===== src/rtl/owr_rom_pkg.sv =====
package owr_rom_pkg;

  localparam int CODE_W = 8;

  localparam logic [CODE_W-1:0] ROM_SEARCH = 8'hF0;
  localparam logic [CODE_W-1:0] ROM_READ   = 8'h33;
  localparam logic [CODE_W-1:0] ROM_MATCH  = 8'h55;
  localparam logic [CODE_W-1:0] ROM_SKIP   = 8'hCC;
  localparam logic [CODE_W-1:0] ROM_ALARM  = 8'hEC;

  localparam int N_FUNC = 5;
  localparam logic [N_FUNC*CODE_W-1:0] FUNC_CODES =
    {8'h44, 8'h4E, 8'hBE, 8'h48, 8'hB8};

  typedef enum logic [2:0] {
    ST_CMD,
    ST_READ,
    ST_MATCH,
    ST_SRCH,
    ST_FUNC,
    ST_HAND,
    ST_PARK
  } eng_state_t;

  typedef enum logic [1:0] {
    PH_TRUE,
    PH_CMP,
    PH_RX
  } srch_ph_t;

endpackage


===== src/rtl/owr_lsb_shift.sv =====
module owr_lsb_shift #(
  parameter int W = 8
) (
  input  logic         clk,
  input  logic         rst,
  input  logic         clr,
  input  logic         shift_en,
  input  logic         din,
  output logic [W-1:0] word_nxt
);
  logic [W-1:0] word_q;

  assign word_nxt = {din, word_q[W-1:1]};

  always_ff @(posedge clk) begin
    if (rst || clr) begin
      word_q <= '0;
    end else if (shift_en) begin
      word_q <= word_nxt;
    end
  end
endmodule


===== src/rtl/owr_id_pick.sv =====
module owr_id_pick #(
  parameter int ID_W = 64,
  localparam int IW  = $clog2(ID_W)
) (
  input  logic [ID_W-1:0] id,
  input  logic [IW-1:0]   idx,
  output logic            bit_o
);
  assign bit_o = id[idx];
endmodule


===== src/rtl/owr_code_match.sv =====
module owr_code_match #(
  parameter int W = 8,
  parameter int N = 5,
  parameter logic [N*W-1:0] CODES = '0
) (
  input  logic [W-1:0] code,
  output logic         hit
);
  logic [N-1:0] eq;

  for (genvar g = 0; g < N; g++) begin : g_cmp
    assign eq[g] = (code == CODES[g*W +: W]);
  end

  assign hit = |eq;
endmodule


===== src/rtl/owr_rom_engine.sv =====
module owr_rom_engine
  import owr_rom_pkg::*;
#(
  parameter int ID_W = 64
) (
  input  logic                clk,
  input  logic                rst,
  input  logic                bus_rst,
  input  logic                slot_stb,
  input  logic                slot_bit,
  input  logic                alarm_flag,
  input  logic [ID_W-1:0]     dev_id,
  output logic                tx_en,
  output logic                tx_bit,
  output logic                selected,
  output logic                func_valid,
  output logic [CODE_W-1:0]   func_code
);
  localparam int IW = $clog2(ID_W);
  localparam int CW = $clog2(CODE_W);
  localparam logic [IW-1:0] IDX_LAST = IW'(ID_W - 1);
  localparam logic [CW-1:0] CNT_LAST = CW'(CODE_W - 1);

  eng_state_t          state, n_state;
  srch_ph_t            ph, n_ph;
  logic [IW-1:0]       idx, n_idx;
  logic [CW-1:0]       cnt, n_cnt;
  logic                n_fv;
  logic [CODE_W-1:0]   n_fc;
  logic                n_tx_en, n_tx_bit, n_sel;
  logic                sh_en;
  logic [CODE_W-1:0]   word_nxt;
  logic                cur_id_bit, nxt_id_bit;
  logic                fn_hit;

  owr_lsb_shift #(.W(CODE_W)) u_shift (
    .clk      (clk),
    .rst      (rst),
    .clr      (bus_rst),
    .shift_en (sh_en),
    .din      (slot_bit),
    .word_nxt (word_nxt)
  );

  owr_id_pick #(.ID_W(ID_W)) u_pick_cur (
    .id    (dev_id),
    .idx   (idx),
    .bit_o (cur_id_bit)
  );

  owr_id_pick #(.ID_W(ID_W)) u_pick_nxt (
    .id    (dev_id),
    .idx   (n_idx),
    .bit_o (nxt_id_bit)
  );

  owr_code_match #(.W(CODE_W), .N(N_FUNC), .CODES(FUNC_CODES)) u_fmatch (
    .code (word_nxt),
    .hit  (fn_hit)
  );

  // next-state decision, one step per finished slot
  always_comb begin
    n_state = state;
    n_ph    = ph;
    n_idx   = idx;
    n_cnt   = cnt;
    n_fv    = 1'b0;
    n_fc    = func_code;
    sh_en   = 1'b0;
    if (bus_rst) begin
      n_state = ST_CMD;
      n_ph    = PH_TRUE;
      n_idx   = '0;
      n_cnt   = '0;
    end else if (slot_stb) begin
      unique case (state)
        ST_CMD: begin
          sh_en = 1'b1;
          if (cnt == CNT_LAST) begin
            n_cnt = '0;
            n_idx = '0;
            n_ph  = PH_TRUE;
            case (word_nxt)
              ROM_READ:   n_state = ST_READ;
              ROM_MATCH:  n_state = ST_MATCH;
              ROM_SKIP:   n_state = ST_FUNC;
              ROM_SEARCH: n_state = ST_SRCH;
              ROM_ALARM:  n_state = alarm_flag ? ST_SRCH : ST_PARK;
              default:    n_state = ST_PARK;
            endcase
          end else begin
            n_cnt = cnt + 1'b1;
          end
        end
        ST_READ: begin
          if (idx == IDX_LAST) n_state = ST_FUNC;
          else                 n_idx   = idx + 1'b1;
        end
        ST_MATCH: begin
          if (slot_bit != cur_id_bit) n_state = ST_PARK;
          else if (idx == IDX_LAST)   n_state = ST_FUNC;
          else                        n_idx   = idx + 1'b1;
        end
        ST_SRCH: begin
          unique case (ph)
            PH_TRUE: n_ph = PH_CMP;
            PH_CMP:  n_ph = PH_RX;
            default: begin
              n_ph = PH_TRUE;
              if (slot_bit != cur_id_bit || idx == IDX_LAST) n_state = ST_PARK;
              else                                            n_idx = idx + 1'b1;
            end
          endcase
        end
        ST_FUNC: begin
          sh_en = 1'b1;
          if (cnt == CNT_LAST) begin
            n_cnt = '0;
            if (fn_hit) begin
              n_state = ST_HAND;
              n_fv    = 1'b1;
              n_fc    = word_nxt;
            end else begin
              n_state = ST_PARK;
            end
          end else begin
            n_cnt = cnt + 1'b1;
          end
        end
        default: ;
      endcase
    end
  end

  // output values that belong to the next state
  always_comb begin
    n_tx_en  = (n_state == ST_READ) || ((n_state == ST_SRCH) && (n_ph != PH_RX));
    n_tx_bit = n_tx_en && (nxt_id_bit ^ ((n_state == ST_SRCH) && (n_ph == PH_CMP)));
    n_sel    = (n_state == ST_FUNC) || (n_state == ST_HAND);
  end

  always_ff @(posedge clk) begin
    if (rst) begin
      state      <= ST_CMD;
      ph         <= PH_TRUE;
      idx        <= '0;
      cnt        <= '0;
      tx_en      <= 1'b0;
      tx_bit     <= 1'b0;
      selected   <= 1'b0;
      func_valid <= 1'b0;
      func_code  <= '0;
    end else begin
      state      <= n_state;
      ph         <= n_ph;
      idx        <= n_idx;
      cnt        <= n_cnt;
      tx_en      <= n_tx_en;
      tx_bit     <= n_tx_bit;
      selected   <= n_sel;
      func_valid <= n_fv;
      func_code  <= n_fc;
    end
  end
endmodule


===== config.mk =====
export PLATFORM = sky130hd
export DESIGN_NAME = owr_rom_engine
export DESIGN_NICKNAME = d
export VERILOG_FILES = /design/src/rtl/owr_rom_pkg.sv /design/src/rtl/owr_lsb_shift.sv /design/src/rtl/owr_id_pick.sv /design/src/rtl/owr_code_match.sv /design/src/rtl/owr_rom_engine.sv
export SDC_FILE = /design/constraint.sdc
export NUM_CORES = 1
export LEC_CHECK = 0
export BUFFER_PORTS_ARGS = -buffer_cell sky130_fd_sc_hd__buf_2
export CORE_MARGIN = 5
export CORE_UTILIZATION = 55
export DETAILED_ROUTE_END_ITERATION = 8
export PLACE_DENSITY_LB_ADDON = 0.25
export SLEW_MARGIN = 40
export SYNTH_ARGS = -nofsm -noshare
export SYNTH_HDL_FRONTEND = slang
export SYNTH_SLANG_ARGS = --single-unit

===== constraint.sdc =====
create_clock -name clk -period 6.1 [get_ports clk]
set_input_delay 1.83 -clock clk [delete_from_list [all_inputs] [get_ports clk]]
set_output_delay 1.83 -clock clk [all_outputs]
set_load 0.02 [all_outputs]

Word level (Yosys, flattened, before mapping) --
Cells that the tools add are included. W data, S select, Z words.
Operators by class: $lt $le $gt $ge 2, add/subtract/negate cells 2, mux-type cells 34, equal/unequal tests 24, bitwise gates (word level) 5, reductions and logical operators 16
Operator list (count):
- $mux W6 | 7
- $eq A8 B8 Y1 const B | 5
- $eq A8 B7 Y1 const B | 4
- $mux W3 | 10
- $pmux W3 S5 | 2
- $pmux W6 S4 | 1
- $lt A6 B7 Y1 const B | 2
- $bmux W1 S6 | 2
- $eq A3 B3 Y1 const B | 4
- $reduce_or A5 Y1 | 2
- $eq A3 B2 Y1 const B | 3
- $eq A8 B6 Y1 const B | 1
- $mux W2 | 4
- $pmux W2 S2 | 2
- $add A6 B1 Y6 const B | 1
- $eq A3 B1 Y1 const B | 2
- $eq A6 B6 Y1 const B | 1
- $mux W1 | 6
- $reduce_or A2 Y1 | 3
- $reduce_and A5 Y1 | 1
- $eq A2 B1 Y1 const B | 2
- $logic_or A1 B1 Y1 | 4
- $not A1 Y1 | 4
- $add A3 B1 Y3 const B | 1
- 7 further kinds | 9
Storage, ports and cells: flip-flop bits (word level) 34, output and inout port bits 12, input bits 70, word-level logic and storage cells 93

Longest topological paths before layout --
depth in word-level cells 13, depth in mapped cells 17

Modules after synthesis --
Synthesis repeated with hierarchy kept, for this count alone.
Second synthesis, totals: cells, all modules 360, area total of the unflattened synthesis 3179.3 sq um
By module, submodules not included:
- owr_rom_engine | sequential area each 520.5 sq um, times used 1, area each 1650.3 sq um, cells an instance 203
- owr_id_pick | sequential area each 0.0 sq um, times used 2, area each 600.6 sq um, cells an instance 62
- owr_lsb_shift | sequential area each 140.1 sq um, times used 1, area each 260.2 sq um, cells an instance 25
- owr_code_match | sequential area each 0.0 sq um, times used 1, area each 67.6 sq um, cells an instance 8

Least setup slack after synthesis --
OpenSTA, ideal clock, no wires.
path type input -> register, start point input port dev_id[25], end point register tx_bit, library setup time 0.123 ns, arrival 5.489 ns, stages on the path 15, path slack 0.488 ns, data required time 5.977 ns, cell sequence mux4_1 > mux2_2 > a221oi_2 > o32a_1 > buf_6 > mux2i_2 > mux2i_1 > o21a_1 > buf_4 > mux2_1 > a221oi_1 > o41ai_2 > o41ai_1 > or4_1 > mux2_1
On the way: longest elaborated chain between the ends 13
Ends and longest elaborated chain:
- from (decl) | line owr_rom_engine.sv:12 | input logic [ID_W-1:0] dev_id,
- $bmux W1 S6 | line owr_id_pick.sv:9 | assign bit_o = id[idx];
- $mux W1 (implied by the code) | line owr_id_pick.sv:9
- $ne A1 B1 Y1 | line owr_rom_engine.sv:101, owr_rom_engine.sv:111
- $logic_or A1 B1 Y1 | line owr_rom_engine.sv:111 | if (slot_bit != cur_id_bit || idx == IDX_LAST) n_state = ST_PARK;
- $mux W6 / $mux W3 (equally long branches) | line owr_rom_engine.sv:111
- $mux W6 / $mux W3 (equally long branches) | line owr_rom_engine.sv:106 | unique case (ph)
- $pmux W6 S4 / $pmux W3 S5 (equally long branches) | line owr_rom_engine.sv:77 | unique case (state)
- $mux W6 / $mux W3 (equally long branches) | line owr_rom_engine.sv:76 | end else if (slot_stb) begin
- $mux W6 / $mux W3 (equally long branches) | line owr_rom_engine.sv:71 | if (bus_rst) begin
- $bmux W1 S6 / $eq A3 B2 Y1 (equally long branches) | line owr_id_pick.sv:9, owr_rom_engine.sv:138, owr_rom_engine.sv:139
- $mux W1 (implied by the code) (tied with other cells) | line owr_id_pick.sv:9
- $xor A1 B1 Y1 / $logic_or A1 B1 Y1 (equally long branches) | line owr_rom_engine.sv:139, owr_rom_engine.sv:138
- $logic_and A1 B1 Y1 (*) | line owr_rom_engine.sv:139 | n_tx_bit = n_tx_en && (nxt_id_bit ^ ((n_state == ST_SRCH) && (n_ph == PH_CMP)));
- to (signal assigned) | line owr_rom_engine.sv:160 | tx_bit <= n_tx_bit;
- to (decl) | line owr_rom_engine.sv:14 | output logic tx_bit,
Every way passes the cells marked *; elsewhere a longest branch is shown, timed or not. The select of a mux whose other input is x is not followed. A chain may end at the register's enable or synchronous reset.

Worst setup path in the final report --
Same ends and word-level chain as after synthesis.

==> results.md <==
- CTS tree: done
- Pwr dens: 137 mW/mm2
- Initial antenna violation count: 0
- CP arrival: 6.04 ns
- Hold WC Path Type: reg2reg
- DR WL met2: 5010 um
- # rows: 28
- Final setup fails: 0
- GRT Overall Usage: 26.1%
- Vias in the first global route: 3598
- Mapped Cells: 428
- Layout Cells excl Fill: 578
- Clk_lat worst skew: 0.29 ns
- Ratio of final minimum period to clock period: 96.1%
- # Max-Cap Violations: 0
- Gpl congestion: 0.951
- Main synth FF type: dfxtp_1
- Die Y-Extent: 89.2 um
- Antenna Violating Nets Remaining: 0
- Leak Pwr: 0.00160 uW
- Placed cell area: 0.00395 mm2
- Power Internal: 408 uW
- Switching portion of total power: 26.7%
- RSZ-0062 raised after global routing: false
- Placed cells: 570
- Met3 WL: 770 um
- Count of flip-flops with a built-in enable after synthesis: 0
- FMAX: 171 MHz
- Final Skew: 0.00859 ns
- Count of warnings emitted by yosys: 0
- Multi-input gate area: 0.00260 mm2
- Via count: 3765
- Share of cells above drive strength 1: 29.4%
- Hold-fix buffer count after cts: 0
- Final #Nets: 575
- Global-route wire length before repair: 16700 um
- Async S/R FF share, synth: 0%
- Reg area: 662 um2
- Final Hold Fails: 0
- Top Metal Used: met4
- DIE AREA: 0.00796 mm2
- Critical Path Source Type: primary input
- Clock Sinks: 33
- Clock power frac: 38.7%
- Mapped Avg Cell Area: 8.06 um2
- Met1 Wirelength: 4170 um
- Peak supply drop: 0.156 mV
- Number of setup buffers added after CTS: 0
- Critical path fanouts, max: 8
- Number of remaining DRC errors: 0
- Area of the mapped netlist: 0.00345 mm2
- Number of synthesized register bits: 33
- Drt wl/cell: 17.4 um
- Worst slew pin tran: 0.824 ns
- WHS: 0.466 ns
- Flop pwr share: 40.1%
- Psw: 149 uW
- Setup TNS: 0 ns
- # diodes: 0
- Clock transition at path regs: 0.07 ns
- Input/output buffers: 81
- Deepest clock path buffer count: 2
- Post-CTS resize count: 0
- Final min period: 5.86 ns
- Slew Limit Fails: 0
- Root Buffer: clkbuf_8
- Max-slew headroom: 45.0%
- Grt ovf: 0
- Tot Pwr: 557 uW
- Top Ports: 82
- Drt first pass iters: 5
- Sequential fraction of the synthesis area: 19.2%
- Starting Density: 57.2%
- Combinational share of power: 21.2%
- Req. time, crit path: 6.28 ns
- Core ar.: 0.00603 mm2
- Via density: 6.51
- Syn_nets: 501
- Final design area excluding fillers: 0.00407 mm2
- Status: finished clean
- CTS Buf Count: 5
- Worst setup EP type: flop
- Worst reg-to-reg setup slack: 1.10 ns
- Largest net degree at the start of global routing: 26
- Area grow syn2layout: 17.9%
- Worst Setup Path Type: in2reg
- DRT iter0 DRCs: 472
- Die X: 89.2 um
- Detailed Place HPWL: 7670 um
- Fillers: 540
- H-tree depth: 2
- Post-synth cell types: 68
- WL final: 10100 um
Yosys cell counts, types with 3 or more instances:
master,instances,area [um2]
nand2_1,58,218
inv_1,7,26.3
o31ai_1,4,30.0
ha_1,3,37.5
clkbuf_1,22,82.6
buf_2,4,20.0
o21ai_0,11,55.1
a31oi_1,4,25.0
nand3b_1,3,22.5
nor4_1,8,50.1
a221oi_1,4,35.0
nand3_1,12,60.1
a21oi_1,19,95.1
a2111oi_0,3,26.3
o211ai_1,4,30.0
and2_1,5,31.3
nor2b_1,5,31.3
o21a_1,4,30.0
mux2i_1,47,470
dfxtp_1,33,661
nor3b_1,7,52.6
buf_6,3,33.8
and3_1,3,18.8
mux4_2,14,315
nor2_1,45,169
nand2b_1,3,18.8
a211oi_1,5,37.5
nor3_1,13,65.1
mux2_2,9,101
buf_4,3,22.5
a211o_1,3,26.3
nand4_1,3,18.8
o41ai_1,4,35.0
power by group through the flow:
stage,logic (uW),clock network (uW),registers (uW)
after floorplan,74.1,0,223
after global placement,114,0,228
after detailed placement,117,0,228
after CTS,117,220,223
after global routing,129,228,224
final,118,216,223
flip-flops by register name (all words and copies together) (netlist names):
| signal | cells |
|---|---|
| func_code | 8 |
| u_shift.word_q | 7 |
| idx | 6 |
| cnt | 3 |
| state | 3 |
| ph | 2 |
| func_valid | 1 |
| selected | 1 |
| tx_bit | 1 |
| tx_en | 1 |
cell usage in the layout, fill, tap and decap left out, drive strengths merged, types with 3 or more instances in the layout:
| master | netlist | final |
|---|---|---|
| buf | 12 | 101 |
| nand2 | 58 | 58 |
| mux2i | 48 | 48 |
| nor2 | 45 | 45 |
| dfxtp | 33 | 33 |
| a21oi | 19 | 19 |
| mux4 | 15 | 15 |
| o21ai | 15 | 15 |
| nor3 | 13 | 13 |
| nand3 | 12 | 12 |
| mux2 | 11 | 11 |
| nor4 | 8 | 8 |
| inv | 7 | 7 |
| nor3b | 7 | 7 |
| clkbuf | 22 | 6 |
| and2 | 6 | 6 |
| nor2b | 5 | 5 |
| a211oi | 5 | 5 |
| a221oi | 5 | 5 |
| o41ai | 5 | 5 |
| o211ai | 5 | 5 |
| a31oi | 4 | 4 |
| o31ai | 4 | 4 |
| o21a | 4 | 4 |
| nand2b | 3 | 3 |
| nand4 | 3 | 3 |
| a211o | 3 | 3 |
| and3 | 3 | 3 |
| nand3b | 3 | 3 |
| a2111oi | 3 | 3 |
| ha | 3 | 3 |
| a31o | 3 | 3 |
worst paths after layout:
| check | start | endpoint | cells past startpoint |
|---|---|---|---|
| max | dev_id[25] | tx_bit$_SDFF_PP0_ | 15 |
| min | cnt[1]$_SDFFE_PP0P_ | cnt[1]$_SDFFE_PP0P_ | 2 |
| max reg2reg | idx[0]$_SDFF_PP0_ | tx_bit$_SDFF_PP0_ | 15 |
| min reg2reg | cnt[1]$_SDFFE_PP0P_ | cnt[1]$_SDFFE_PP0P_ | 2 |
layer usage:
metal	up-vias	track usage (%)
li1	1773	-
met1	1801	34.2
met2	168	45.6
met3	23	3.50
met4	0	6.22
met5	-	0
area by class of cell:
cell class              instances  area share [%]
multi-input cells             354            63.8
flip-flops and latches         33            16.3
repair buffers                101            14.0
inverters                       7           0.646
well taps                      75            2.31
clock buffers                   6            2.03
clock inverters                 2           0.923
cells by family (layout without fill, tap and decap cells):
| kind of cell | after synthesis | after routing | synth area share, % |
|---|---|---|---|
| AND/OR/NAND/NOR | 180 | 180 | 25.3 |
| AO/OA/AOI/OAI | 95 | 95 | 20.6 |
| multiplexers | 74 | 74 | 27.5 |
| buffers and inverters | 41 | 116 | 5.59 |
| flip-flops | 33 | 33 | 19.2 |
| adder cells (fa/ha/maj) | 3 | 3 | 1.09 |
| XOR/XNOR | 2 | 2 | 0.726 |
worst max-delay path, cell delays in order:
cell	delay [ns]
buf_2	0.11
mux4_1	0.49
mux2_2	0.29
a221oi_2	0.34
o32a_1	0.36
mux2i_2	0.36
o311a_1	0.23
o21a_1	0.39
buf_12	0.18
a31o_1	0.10
a221oi_1	0.05
o41ai_2	0.34
o41ai_1	0.11
or4_1	0.53
mux2_1	0.32
stage by stage:
step | setup slack [ns] | utilization (%)
floorplan | 0.488 | -
global placement | 0.126 | 65.5
detailed placement | -0.00247 | 65.5
CTS | 0.292 | 67.5
global route | 0.0413 | 67.5
finish | 0.241 | 67.5
Note: power is estimated with default switching activity, not from simulation.
